==> src/rtl/gpio_port_pkg.sv <==
package gpio_port_pkg;
  typedef enum logic [1:0] {
    SEL_NONE = 2'd0,
    SEL_DATA = 2'd1,
    SEL_DIR  = 2'd2,
    SEL_PULL = 2'd3
  } reg_sel_e;
endpackage

==> src/rtl/gpio_sync.sv <==
module gpio_sync #(
  parameter int WIDTH = 8
) (
  input  logic             clk_i,
  input  logic             rst_ni,
  input  logic [WIDTH-1:0] d_i,
  output logic [WIDTH-1:0] q_o
);
  logic [WIDTH-1:0] meta_q, sync_q;

  // reset to idle-high so a pulled-up pad does not look pressed
  always_ff @(posedge clk_i or negedge rst_ni) begin
    if (!rst_ni) begin
      meta_q <= '1;
      sync_q <= '1;
    end else begin
      meta_q <= d_i;
      sync_q <= meta_q;
    end
  end

  assign q_o = sync_q;
endmodule

==> src/rtl/gpio_regs.sv <==
module gpio_regs
  import gpio_port_pkg::*;
#(
  parameter int WIDTH = 8,
  parameter int NGRP  = 8
) (
  input  logic             clk_i,
  input  logic             rst_ni,
  input  reg_sel_e         sel_i,
  input  logic             we_i,
  input  logic [WIDTH-1:0] wdata_i,
  output logic [WIDTH-1:0] latch_o,
  output logic [WIDTH-1:0] dir_o,
  output logic [NGRP-1:0]  pull_o
);
  logic [WIDTH-1:0] latch_q, dir_q;
  logic [NGRP-1:0]  pull_q;

  always_ff @(posedge clk_i or negedge rst_ni) begin
    if (!rst_ni) begin
      latch_q <= '0;
      dir_q   <= '0;
      pull_q  <= '0;
    end else if (we_i) begin
      unique case (sel_i)
        SEL_DATA: latch_q <= wdata_i;
        SEL_DIR:  dir_q   <= wdata_i;
        SEL_PULL: pull_q  <= wdata_i[NGRP-1:0];
        default: ;
      endcase
    end
  end

  assign latch_o = latch_q;
  assign dir_o   = dir_q;
  assign pull_o  = pull_q;

  // latch loads on every data write, input-mode bits included
  p_latch_load_r6: assert property (@(posedge clk_i) disable iff (!rst_ni)
    (we_i && sel_i == SEL_DATA) |=> (latch_q == $past(wdata_i)));

  p_dir_hold_r1: assert property (@(posedge clk_i) disable iff (!rst_ni)
    !(we_i && sel_i == SEL_DIR) |=> $stable(dir_q));

  p_pull_hold_r1: assert property (@(posedge clk_i) disable iff (!rst_ni)
    !(we_i && sel_i == SEL_PULL) |=> $stable(pull_q));
endmodule

==> src/rtl/gpio_wake.sv <==
module gpio_wake #(
  parameter int WIDTH = 8
) (
  input  logic             clk_i,
  input  logic             rst_ni,
  input  logic             lp_i,
  input  logic [WIDTH-1:0] key_i,
  output logic             wake_o
);
  logic wake_q;

  always_ff @(posedge clk_i or negedge rst_ni) begin
    if (!rst_ni)        wake_q <= 1'b0;
    else if (!lp_i)     wake_q <= 1'b0;
    else if (|key_i)    wake_q <= 1'b1;
  end

  assign wake_o = wake_q;

  p_wake_cause_r9: assert property (@(posedge clk_i) disable iff (!rst_ni)
    $rose(wake_q) |-> ($past(lp_i) && $past(|key_i)));

  p_wake_sticky_r10: assert property (@(posedge clk_i) disable iff (!rst_ni)
    (lp_i && wake_q) |=> wake_q);

  p_wake_clear_r10: assert property (@(posedge clk_i) disable iff (!rst_ni)
    !lp_i |=> !wake_q);
endmodule

==> src/rtl/gpio_port.sv <==
module gpio_port
  import gpio_port_pkg::*;
#(
  parameter int             WIDTH      = 8,
  parameter int             ADDR_W     = 8,
  parameter logic [ADDR_W-1:0] DATA_ADDR = 8'hC0,
  parameter logic [ADDR_W-1:0] DIR_ADDR  = 8'hC1,
  parameter logic [ADDR_W-1:0] PULL_ADDR = 8'hC2,
  parameter int             PULL_GROUP = 1
) (
  input  logic              clk_i,
  input  logic              rst_ni,
  input  logic [ADDR_W-1:0] addr_i,
  input  logic              we_i,
  input  logic [WIDTH-1:0]  wdata_i,
  output logic [WIDTH-1:0]  rdata_o,
  input  logic              lp_mode_i,
  input  logic [WIDTH-1:0]  pin_i,
  output logic [WIDTH-1:0]  pin_o,
  output logic [WIDTH-1:0]  pin_oe_o,
  output logic [WIDTH-1:0]  pull_en_o,
  output logic              wake_o
);
  localparam int NGRP = WIDTH / PULL_GROUP;

  reg_sel_e         sel;
  logic [WIDTH-1:0] latch, dir, pin_sync, pull_bits, pull_rd, key;
  logic [NGRP-1:0]  pull_grp;

  always_comb begin
    if      (addr_i == DATA_ADDR) sel = SEL_DATA;
    else if (addr_i == DIR_ADDR)  sel = SEL_DIR;
    else if (addr_i == PULL_ADDR) sel = SEL_PULL;
    else                          sel = SEL_NONE;
  end

  gpio_sync #(.WIDTH(WIDTH)) u_sync (
    .clk_i (clk_i),
    .rst_ni(rst_ni),
    .d_i   (pin_i),
    .q_o   (pin_sync)
  );

  gpio_regs #(.WIDTH(WIDTH), .NGRP(NGRP)) u_regs (
    .clk_i  (clk_i),
    .rst_ni (rst_ni),
    .sel_i  (sel),
    .we_i   (we_i),
    .wdata_i(wdata_i),
    .latch_o(latch),
    .dir_o  (dir),
    .pull_o (pull_grp)
  );

  // one pull-up bit per group of PULL_GROUP pins
  for (genvar i = 0; i < WIDTH; i++) begin : g_pull
    assign pull_bits[i] = pull_grp[i / PULL_GROUP];
  end

  always_comb begin
    pull_rd = '0;
    pull_rd[NGRP-1:0] = pull_grp;
  end

  assign key = ~dir & pull_bits & ~pin_sync;

  gpio_wake #(.WIDTH(WIDTH)) u_wake (
    .clk_i (clk_i),
    .rst_ni(rst_ni),
    .lp_i  (lp_mode_i),
    .key_i (key),
    .wake_o(wake_o)
  );

  always_comb begin
    unique case (sel)
      SEL_DATA: rdata_o = (dir & latch) | (~dir & pin_sync);
      SEL_DIR:  rdata_o = dir;
      SEL_PULL: rdata_o = pull_rd;
      default:  rdata_o = '0;
    endcase
  end

  assign pin_o     = latch;
  assign pin_oe_o  = dir;
  assign pull_en_o = pull_bits & ~dir;

  p_pull_inputs_only_r8: assert property (@(posedge clk_i) disable iff (!rst_ni)
    (pull_en_o & pin_oe_o) == '0);

  p_out_bits_latched_r4: assert property (@(posedge clk_i) disable iff (!rst_ni)
    (sel == SEL_DATA) |-> ((rdata_o & pin_oe_o) == (pin_o & pin_oe_o)));

  p_unmapped_zero_r1: assert property (@(posedge clk_i) disable iff (!rst_ni)
    (sel == SEL_NONE) |-> (rdata_o == '0));
endmodule

==> config.mk <==
export PLATFORM = sky130hd
export DESIGN_NAME = gpio_port
export DESIGN_NICKNAME = d
export VERILOG_FILES = /design/src/rtl/gpio_port_pkg.sv /design/src/rtl/gpio_sync.sv /design/src/rtl/gpio_regs.sv /design/src/rtl/gpio_wake.sv /design/src/rtl/gpio_port.sv
export SDC_FILE = /design/constraint.sdc
export NUM_CORES = 1
export LEC_CHECK = 0
export ABC_AREA = 0
export BUFFER_PORTS_ARGS = -buffer_cell sky130_fd_sc_hd__buf_2
export CAP_MARGIN = 25
export CORE_ASPECT_RATIO = 0.9
export CORE_UTILIZATION = 49
export CTS_CLUSTER_DIAMETER = 60
export DETAILED_ROUTE_END_ITERATION = 10
export GPL_ROUTABILITY_DRIVEN = 1
export GPL_TIMING_DRIVEN = 0
export MAX_ROUTING_LAYER = met4
export PLACE_DENSITY = 0.87
export SYNTH_ARGS = -nofsm -noshare
export SYNTH_HDL_FRONTEND = slang
export SYNTH_SLANG_ARGS = --single-unit
==> constraint.sdc <==
create_clock -name clk_i -period 1.9 [get_ports clk_i]
set_clock_uncertainty 0.1 [all_clocks]
set_input_delay 0.19 -clock clk_i [delete_from_list [all_inputs] [get_ports clk_i]]
set_output_delay 0.19 -clock clk_i [all_outputs]
set_load 0.01 [all_outputs]
# Yosys cells after proc, flatten, opt, wreduce, memory -nomap -nowiden
# Cells that the tools add are included.
# op_classes
n_bitwise	7
muxes	6
reduce_logical	4
n_eq_ne	7
# op_table
operator	n
8-bit AND	4
8-bit equality test, second input constant	3
8-bit case mux with 3 select lines	1
8-bit NOT	2
8-bit OR	1
8-bit OR reduction	1
2-bit two-way mux	3
2-bit AND reduction	3
2-bit equality test, second input constant	2
2-bit by 1-bit equality test with 1-bit output, second input constant	1
1-bit two-way mux	2
2-bit by 1-bit inequality test with 1-bit output, second input constant	1
# word_totals
output_inout_bits	33
input_bits	28
elab_cells	30
register_bits	41

# Depth between registers and ports, before layout
# Gate-level depths: netlist of run 1.
# logic_depth
ltp_word	6
mapped_depth	5
mapped_depth_nobuf	3

# Hierarchy
# From an unflattened synthesis of run 1, not the netlist that was laid out.
# hier_totals
hier_cells	131
hier_area_um2	1739.2
# modules_own_cells
module	cells_per_inst	area_per_inst_um2	n_inst
gpio_regs	51	903.4	1
gpio_sync	16	420.4	1
gpio_port	58	365.4	1
gpio_wake	6	50.0	1

# Least setup slack after synthesis of run 1
# OpenSTA, ideal clock, no wires.
# synth_timing
path_kind	register to output
from	register u_sync.sync_q[0] (netlist: u_sync.q_o[0])
to	output rdata_o[0]
path_slack_ns	0.397
required_ns	1.610
t_arrival_ns	1.213
stages_incl_launch_ff	4
cell_sequence	dfstp_2 or3b_1 a21o_1 a21oi_1
# synth_between
elab_chain_cells	3
# synth_rtl
item	line	rtl
start, declared	gpio_sync.sv:9	logic [WIDTH-1:0] meta_q, sync_q;
start signal, assigned	gpio_sync.sv:18	sync_q <= meta_q;
8-bit AND	gpio_port.sv:77	SEL_DATA: rdata_o = (dir & latch) | (~dir & pin_sync);
8-bit OR	gpio_port.sv:77	
8-bit case mux with 3 select lines	gpio_port.sv:76	unique case (sel)
end, declared	gpio_port.sv:16	output logic [WIDTH-1:0] rdata_o,
# Every way passes these cells.

# Worst setup path after layout of run 1
# layout_timing
from	register u_sync.sync_q[5] (netlist: u_sync.q_o[5])
to	output rdata_o[5]
# The elaborated chain is that of the path after synthesis.

==> impl_metrics.ini, run 1 <==
[outcome]
status = finished, violations left
violations = negative setup slack

[routing]
drt_iter0_markers = 51
drt_first_pass_iters = 4
wl_um = 3973
vias_per_cell = 5.331
wire_per_inst_um = 15.11
ant_nets = 0
drc = 0
vias = 1402

[pwr]
powerDensity_nw_per_um2 = 775.7
peakVddDrop_mv = 0.6346
p_comb_share_pct = 10.6
internal_power_w = 0.001459
power_switching_w = 0.0004086
p_seq_share_pct = 51.6
netSwitchingFraction_pct = 21.88
leakagePower_nw = 1.218
power.share.clock_pct = 37.8

[floorplan]
core-area_um2 = 3478
dieArea_um2 = 3982
die_w_um = 66.41
initial_core_util_pct = 52.59
die_y_um = 59.97
io_pins = 61
rows = 20

[logic_synthesis]
synth_nets = 170
synth_top_area_share_pct = 34.20
synthTopCellsByArea = dfrtp_1 (34%), dfstp_2 (23%), mux2_2 (15%)
synth.ff_latch_count = 41
yosysUniqueCellTypes = 24
yosysTopAreaCell = dfrtp_1
syn_avg_cell_area_um2 = 12.88
yosysSeqAreaShare_pct = 57.18
syn_inst = 142
yosys_warnings = 0
syn_area_um2 = 1829

[global_routing]
grt.total_usage_pct = 24.30
antenna_found_initial = 0
grt_pass1_wl_um = 6624
grt_max_degree = 42
grt-ovfl-total = 0
grt_pass1_vias = 1382

[cells_and_area]
finalNonFillerCells = 263
drive_above_1_share_pct = 53.42
fin_nets = 246
synthToLayoutAreaGrowth_pct = 31.60
diodes = 0

[cts]
ctsLongestPathBuffers = 2
path_clk_slew_ns = 0.07
cts_setup_buffers = 0
clock_sinks = 41
cts_tree = yes
htreeDepth = 2
root_buffer = clkbuf_8
cts_buffers = 5
insertion_delay_ns = 0.29

[setup_path]
critical_path.endpoint_type = output port
cp.required_ns = 1.61
crit_type = flip-flop to output port
crit_path_max_fanout = 2
worstPathArrival_ns = 1.62
cp-start-kind = flip-flop

[timing]
slew_violations = 0
rsz0062_at_grt = yes
worst_pin_slew_ns = 0.8483
setup_viol = 3
hold_ws_ns = 0.05852
fmax_mhz = 522.5
period_needed_ns = 1.914
hold_viol_final = 0
tns_ns = -0.02510
post-route-period-util_pct = 100.7
max-slew-margin-rel_pct = 43.45
setup_ws_ns = -0.01400

[place]
globalplace.congestion = 0.8009
io_buffers = 59
place_hpwl_um = 2812
dp.cells = 245

[run]
cap_violations = 0

[worst_hold_path]
worstHoldPathType = primary input to flip-flop
-- path summary, 6_finish.rpt --
path	startpoint	endpoint	slack, ns	depth (start not counted)
setup / recovery	u_sync.q_o[5]$_DFF_PN1_	rdata_o[5]	-0.01	4
hold / removal	wdata_i[7]	u_regs.dir_o[7]$_DFFE_PN0P_	0.06	2
setup reg to reg	u_regs.pull_o[2]$_DFFE_PN0P_	u_wake.wake_o$_DFFE_PN0P_	0.47	3
hold reg to reg	u_sync.meta_q[0]$_DFF_PN1_	u_sync.q_o[0]$_DFF_PN1_	0.26	0
max in group asynchronous	rst_ni	u_regs.dir_o[0]$_DFFE_PN0P_	0.72	2
min in group asynchronous	rst_ni	u_regs.pull_o[5]$_DFFE_PN0P_	0.45	2
-- cells in the final DEF (no fill, tap or decap), drive strengths merged --
master	netlist	layout
bufinv	0	1
and2	1	1
a21oi	9	9
nor2	1	1
a221oi	1	1
or3b	8	8
dfstp	16	16
mux2	24	24
nand4	1	1
nor4	1	1
dlygate4sd3	0	10
clkbuf	1	8
nand2	9	9
a31oi	1	1
o211ai	8	8
dfrtp	25	25
and4	2	2
buf	5	64
a2111oi	1	1
inv	6	6
nor3b	4	4
a21o	8	8
nor2b	10	10
-- critical path, stage by stage (launching register included) --
cell and delay, ns:
dfstp_2 0.53, or3b_1 0.34, a21o_1 0.18, a21oi_1 0.13, buf_2 0.16
-- layer usage --
layer / vias to the layer above / GRT usage (%) / wire [um] / part of all wire, %
li1: 664 / - / - / -
met1: 677 / 32.70 / 1829 / 46
met3: 7 / 5.153 / 224 / 5.6
met4: 0 / 8.207 / 55 / 1.4
met2: 54 / 37.03 / 1864 / 47
met5: - / - / 0 / 0
-- state kept, by name, indices dropped and copies added (netlist names) --
register / cells
u_regs.dir_o: 8
u_regs.latch_o: 8
u_regs.pull_o: 8
u_sync.meta_q: 8
u_sync.q_o: 8
u_wake.wake_o: 1
-- kinds of logic after synthesis --
family,count (synthesis),synth area share (%)
flops,41,57.18
simple gates,37,14.09
compound gates,28,10.53
mux,24,14.77
buf+inv,12,3.419
-- Yosys cell counts --
master and number:
and2_0 1, a21oi_1 8, a2111oi_0 1, a21oi_2 1, nor4_4 1, buf_2 2, nor2_1 1, nand4_2 1
nand2_1 9, nor2b_1 10, a31oi_1 1, a21o_1 8, mux2_2 24, dfstp_2 16, a221oi_1 1, or3b_1 8
clkbuf_1 1, nor3b_1 4, dfrtp_1 25, buf_6 1, and4_1 2, buf_4 2, inv_1 6, o211ai_1 8
-- through the flow --
stage | total power, W | cell area, um2 | setup slack [ns] | util [%]
after floorplan | 0.001061 | 1829 | 0.3972 | -
after global placement | 0.001156 | 2180 | 0.1557 | 62.66
after detailed placement | 0.001162 | 2180 | 0.1637 | 62.66
after CTS | 0.001882 | 2400 | -0.04061 | 68.99
after global routing | 0.001942 | 2407 | -0.07731 | 69.21
final | 0.001867 | 2407 | -0.01400 | 69.21
-- power by group through the flow --
stage | sequential [W] | combinational [W] | clock, W
final | 0.000963 | 0.000198 | 0.000706
after global routing | 0.000970 | 0.000221 | 0.000751
after CTS | 0.000963 | 0.000200 | 0.000719
after detailed placement | 0.000979 | 0.000183 | 0
after global placement | 0.000976 | 0.000179 | 0
after floorplan | 0.000980 | 0.0000810 | 0
-- final cells by class --
cell class,count,area [um2]
Fill cell,258,1071
Sequential cell,41,1046
Multi-Input combinational cell,89,732.0
Timing Repair Buffer,69,395.4
Clock buffer,7,86.33
Tap cell,44,55.05
Buffer,6,40.04
Clock inverter,1,30.03
Inverter,6,22.52
-- repair_timing --
action | CTS | global route
hold buffers | 10 | 0
pin swaps | 6 | 5
endpoints found under the setup margin | 7 | 8
hold endpoints to repair | 34 | 0
resized for setup | 1 | 2
(Power assumes the default switching activity.)
==> run 2: changes to the inputs <==
Settings changed: CTS_CLUSTER_DIAMETER 60 to 30.
Clock period 1.9 ns to 1.8 ns, I/O delays scaled along.
==> run 2 against run 1 <==
  * The run still ends with negative setup slack left
  * Setup slack got worse by 0.090 ns
  * Combinational power rose by 6%
  * Final area did not move
  * Total power rose by 5.6%
  * Wire length grew 0.30%
  * Die area unchanged
  * First-iteration DRC count stayed put
  * Flip-flop and latch count unchanged
  * Critical path type unchanged
  * Critical endpoint unchanged
  * Largest cell class unchanged
  * Largest power group unchanged
  * Highest routed layer unchanged
==> impl_metrics.ini, run 2 (synthesis gave the netlist of run 1 again) <==
[outcome]
status = finished, violations left
violations = negative setup slack

[cts]
cts_tree = yes
path_clk_slew_ns = 0.07
insertion_delay_ns = 0.29
clock_sinks = 41
root_buffer = clkbuf_8
ctsLongestPathBuffers = 2
cts_setup_buffers = 0
cts_buffers = 5
htreeDepth = 2

[timing]
setup_viol = 8
fmax_mhz = 525.2
rsz0062_at_grt = yes
max-slew-margin-rel_pct = 43.48
setup_ws_ns = -0.1040
worst_pin_slew_ns = 0.8477
period_needed_ns = 1.904
post-route-period-util_pct = 105.8
tns_ns = -0.6770
hold_viol_final = 0
slew_violations = 0

[global_routing]
grt-ovfl-total = 0
grt_max_degree = 42
grt_pass1_wl_um = 6624
grt_pass1_vias = 1382
antenna_found_initial = 0
grt.total_usage_pct = 24.30

[routing]
wire_per_inst_um = 15.15
vias = 1409
ant_nets = 0
drt_iter0_markers = 51
drc = 0
wl_um = 3985
vias_per_cell = 5.357
drt_first_pass_iters = 4

[run]
cap_violations = 0

[setup_path]
cp-start-kind = flip-flop
worstPathArrival_ns = 1.62
crit_path_max_fanout = 2
critical_path.endpoint_type = output port
cp.required_ns = 1.52
crit_type = flip-flop to output port

[place]
post-place-ws_ns = 0.08373
placed_area_um2 = 2180
globalplace.congestion = 0.8009
dp.cells = 245
place_hpwl_um = 2812
io_buffers = 59

[floorplan]
initial_core_util_pct = 52.59
rows = 20
die_y_um = 59.97
dieArea_um2 = 3982
core-area_um2 = 3478
die_w_um = 66.41
io_pins = 61

[pwr]
p_comb_share_pct = 10.6
peakVddDrop_mv = 0.6698
internal_power_w = 0.001540
power.share.clock_pct = 37.8
power_switching_w = 0.0004316
netSwitchingFraction_pct = 21.89
p_seq_share_pct = 51.6
leakagePower_nw = 1.218
powerDensity_nw_per_um2 = 818.9

[cells_and_area]
drive_above_1_share_pct = 53.42
final_common_cell = buf_2
fin_area_um2 = 2407
synthToLayoutAreaGrowth_pct = 31.60
final_cell_mix = buf_2 (61), dfrtp_1 (25), mux2_2 (24)
fin_nets = 246
finalNonFillerCells = 263
diodes = 0

[worst_hold_path]
worstHoldPathType = primary input to flip-flop
## run 2: cell counts in the layout (fill, tap and decap cells not counted)
No cell type changed its count.
## run 2: worst paths after layout
check	startpoint	to	slack, ns	cells past startpoint
setup / recovery	u_sync.q_o[5]$_DFF_PN1_	rdata_o[5]	-0.10	4
setup reg to reg	u_regs.pull_o[2]$_DFFE_PN0P_	u_wake.wake_o$_DFFE_PN0P_	0.37	3
max in group asynchronous	rst_ni	u_regs.dir_o[0]$_DFFE_PN0P_	0.63	2
min in group asynchronous	rst_ni	u_regs.pull_o[5]$_DFFE_PN0P_	0.44	2
hold / removal	wdata_i[7]	u_regs.dir_o[7]$_DFFE_PN0P_	0.05	2
hold reg to reg	u_sync.meta_q[0]$_DFF_PN1_	u_sync.q_o[0]$_DFF_PN1_	0.26	0
## run 2: power by group through the flow
| stage | Sequential (W) | Combinational [W] | Clock [W] |
|---|---|---|---|
| after detailed placement | 0.00103 | 0.000193 | 0 |
| after global placement | 0.00103 | 0.000189 | 0 |
| after global routing | 0.00102 | 0.000233 | 0.000793 |
| final | 0.00102 | 0.000210 | 0.000745 |
| after CTS | 0.00102 | 0.000211 | 0.000759 |
| after floorplan | 0.00103 | 0.0000856 | 0 |
## run 2: worst max-delay path: stages (launching register included)
cell,delay (ns)
dfstp_2,0.53
or3b_1,0.34
a21o_1,0.18
a21oi_1,0.13
buf_2,0.16
## run 2: area by class of cell
type,instances,area [um2]
clock inverters,1,30.03
fillers,258,1071
flip-flops and latches,41,1046
inverters,6,22.52
multi-input cells,89,732.0
well taps,44,55.05
clock buffers,7,86.33
plain buffers,6,40.04
repair buffers,69,395.4
## run 2: layer usage
layer	vias to the layer above	global-route usage [%]	share of wire, %
li1	663	-	-
met1	681	32.70	46
met2	58	37.03	47
met3	7	5.153	6.1
met4	0	8.207	1.4
met5	-	-	0
## run 2: per-stage QoR
stage	power (W)	util (%)	hold slack, ns
final	0.001971	69.21	0.04869
after detailed placement	0.001227	62.66	0.1863
after floorplan	0.001120	-	-0.2156
after global routing	0.002050	69.21	0.04365
after CTS	0.001987	68.99	0.03691
after global placement	0.001220	62.66	0.1848
## run 2: repair_timing
| action | 4_1_cts | 5_1_grt |
|---|---|---|
| pin swaps | 7 | 3 |
| endpoints found under the hold margin | 34 | 0 |
| setup endpoints to repair | 8 | 8 |
| gates resized for setup | 1 | 2 |
| hold buffers | 10 | 0 |
==> run 3: changes to the inputs <==
Settings changed: CORE_MARGIN from default to 2, CORE_UTILIZATION 49 to 52, CTS_BUF_LIST from default to sky130_fd_sc_hd__clkbuf_8, PLACE_DENSITY 0.87 to 0.91, REMOVE_ABC_BUFFERS from default to 1.
==> run 3 against run 2 <==
  * The run still ends with negative setup slack left
  * First-iteration DRC count rose by 41%
  * Via count grew 0.14%
  * Register-to-register slack got worse by 0.16 ns
  * Maximum frequency fell by 0.72%
  * Hold slack lost 0.0048 ns
  * Critical path type unchanged
  * Critical endpoint is now rdata_o[3]
==> impl_metrics.ini, run 3 (synthesis gave the netlist of run 1 again) <==
[floorplan]
rows = 20
initial_core_util_pct = 54.15
die_y_um = 60.27
core-area_um2 = 3378
dieArea_um2 = 4009
io_pins = 61
die_w_um = 66.52

[global_routing]
antenna_found_initial = 0
grt-ovfl-total = 0
grt_pass1_vias = 1351
grt_pass1_wl_um = 6417
gr-usage-met2_pct = 38.14
grtUsageMet3_pct = 6.403
grt_max_degree = 42
use_met1_pct = 28.82
grt.total_usage_pct = 23.27
busiest_layer = met2

[cells_and_area]
final_util_pct = 70.41
fin_nets = 243
synthToLayoutAreaGrowth_pct = 30.03
final_common_cell = buf_2
diodes = 0
nFillCells = 252
drive_above_1_share_pct = 53.24
final_cell_mix = buf_2 (60), dfrtp_1 (25), mux2_2 (24)
fin_area_um2 = 2379

[setup_path]
cp.depth = 4
critPathLaunch = u_sync.q_o[3]$_DFF_PN1_
cp_slowest_cell = dfstp_2
cp_top_family = flip-flops
cp-start-kind = flip-flop
critPathMaxStageDelay_ns = 0.53
r2r_end = u_wake.wake_o$_DFFE_PN0P_
crit_end = rdata_o[3]
rrSetupSlack_ns = 0.21
critical_path.endpoint_type = output port
cp.required_ns = 1.52
crit_path_max_fanout = 2
path_cells = or3b_1 -> a21o_1 -> a21oi_2 -> buf_2
crit_type = flip-flop to output port
reg2reg_from = u_sync.q_o[7]$_DFF_PN1_
crit_buf_inv = 1
worstPathArrival_ns = 1.64
reg2reg_depth = 4

[routing]
vias_per_cell = 5.427
drt_first_pass_iters = 4
vias = 1411
ant_nets = 0
drt_iter0_markers = 72
drc = 0
wire_per_inst_um = 15.58
wl_um = 4052

[place]
place_hpwl_um = 2746
placed_area_um2 = 2145
io_buffers = 60
globalplace.congestion = 0.8952
post-place-ws_ns = -0.01668

[pwr]
p_seq_share_pct = 52.6
powerDensity_nw_per_um2 = 813.8
power.share.clock_pct = 36.7
leakagePower_nw = 1.206
power_switching_w = 0.0004428
p_comb_share_pct = 10.8
internal_power_w = 0.001493
power_w = 0.001936
netSwitchingFraction_pct = 22.88
peakVddDrop_mv = 0.6767

[cts]
clock_sinks = 41
ctsLongestPathBuffers = 2
htreeDepth = 2
path_clk_slew_ns = 0.08
cts_tree = yes
cts_buffers = 5
root_buffer = clkbuf_8
insertion_delay_ns = 0.29

[outcome]
violations = negative setup slack
status = finished, violations left

[timing]
hold_viol_final = 0
setup_ws_ns = -0.1177
max-slew-margin-rel_pct = 42.97
worst_pin_slew_ns = 0.8554
period_needed_ns = 1.918
slew_violations = 0
tns_ns = -0.6468
post-route-period-util_pct = 106.5
rsz0062_at_grt = yes
fmax_mhz = 521.5
setup_viol = 8

[run]
cap_violations = 0

[worst_hold_path]
worstHoldPathType = primary input to flip-flop
-- run 3: what timing repair did --
item	CTS	global route
setup buffers	2	0
resized for setup	1	2
endpoints found under the setup margin	8	8
endpoints found under the hold margin	34	0
hold buffers	10	0
pin swaps	8	2
-- run 3: worst min path at each step --
stage          depth (start not counted)       start                            end  slack, ns
2_1_floorplan                          0      rst_ni    u_regs.dir_o[0]$_DFFE_PN0P_      -0.22
3_3_place_gp                           1    pin_i[1]     u_sync.meta_q[1]$_DFF_PN1_       0.18
5_1_grt                                2  wdata_i[1]  u_regs.latch_o[1]$_DFFE_PN0P_       0.03
4_1_cts                                2  wdata_i[2]   u_regs.pull_o[2]$_DFFE_PN0P_       0.03
6_report                               2  wdata_i[2]   u_regs.pull_o[2]$_DFFE_PN0P_       0.04
3_5_place_dp                           1    pin_i[3]     u_sync.meta_q[3]$_DFF_PN1_       0.19
-- run 3: power groups by stage --
stage,combinational (W),clock (W),sequential (W)
6_report,0.000209,0.000710,0.00102
5_1_grt,0.000229,0.000768,0.00102
4_1_cts,0.000210,0.000725,0.00102
3_5_place_dp,0.000189,0,0.00103
3_3_place_gp,0.000183,0,0.00103
2_1_floorplan,0.0000733,0,0.00103
-- run 3: area by class of cell --
| cell class | instances | area, um2 | area share, % |
|---|---|---|---|
| inverter | 6 | 22.52 | 0.9469 |
| sequential | 41 | 1046 | 43.98 |
| clock buffer | 5 | 68.82 | 2.893 |
| timing repair buffer | 72 | 415.4 | 17.46 |
| clock inverter | 3 | 38.79 | 1.631 |
| tap | 44 | 55.05 | 2.315 |
| multi-input combinational | 89 | 732.0 | 30.77 |
-- run 3: through the flow --
| step | std cells | hold WS, ns |
|---|---|---|
| after floorplan | 136 | -0.2156 |
| after global placement | 240 | 0.1847 |
| after detailed placement | 240 | 0.1861 |
| after CTS | 260 | 0.03461 |
| after global routing | 260 | 0.02877 |
| final | 260 | 0.04393 |
-- run 3: layer usage --
metal	wire length [um]	up-vias	part of all wire, %
met2	2063	52	51
met4	52	0	1.3
li1	-	654	-
met3	220	6	5.4
met5	0	-	0
met1	1716	699	42
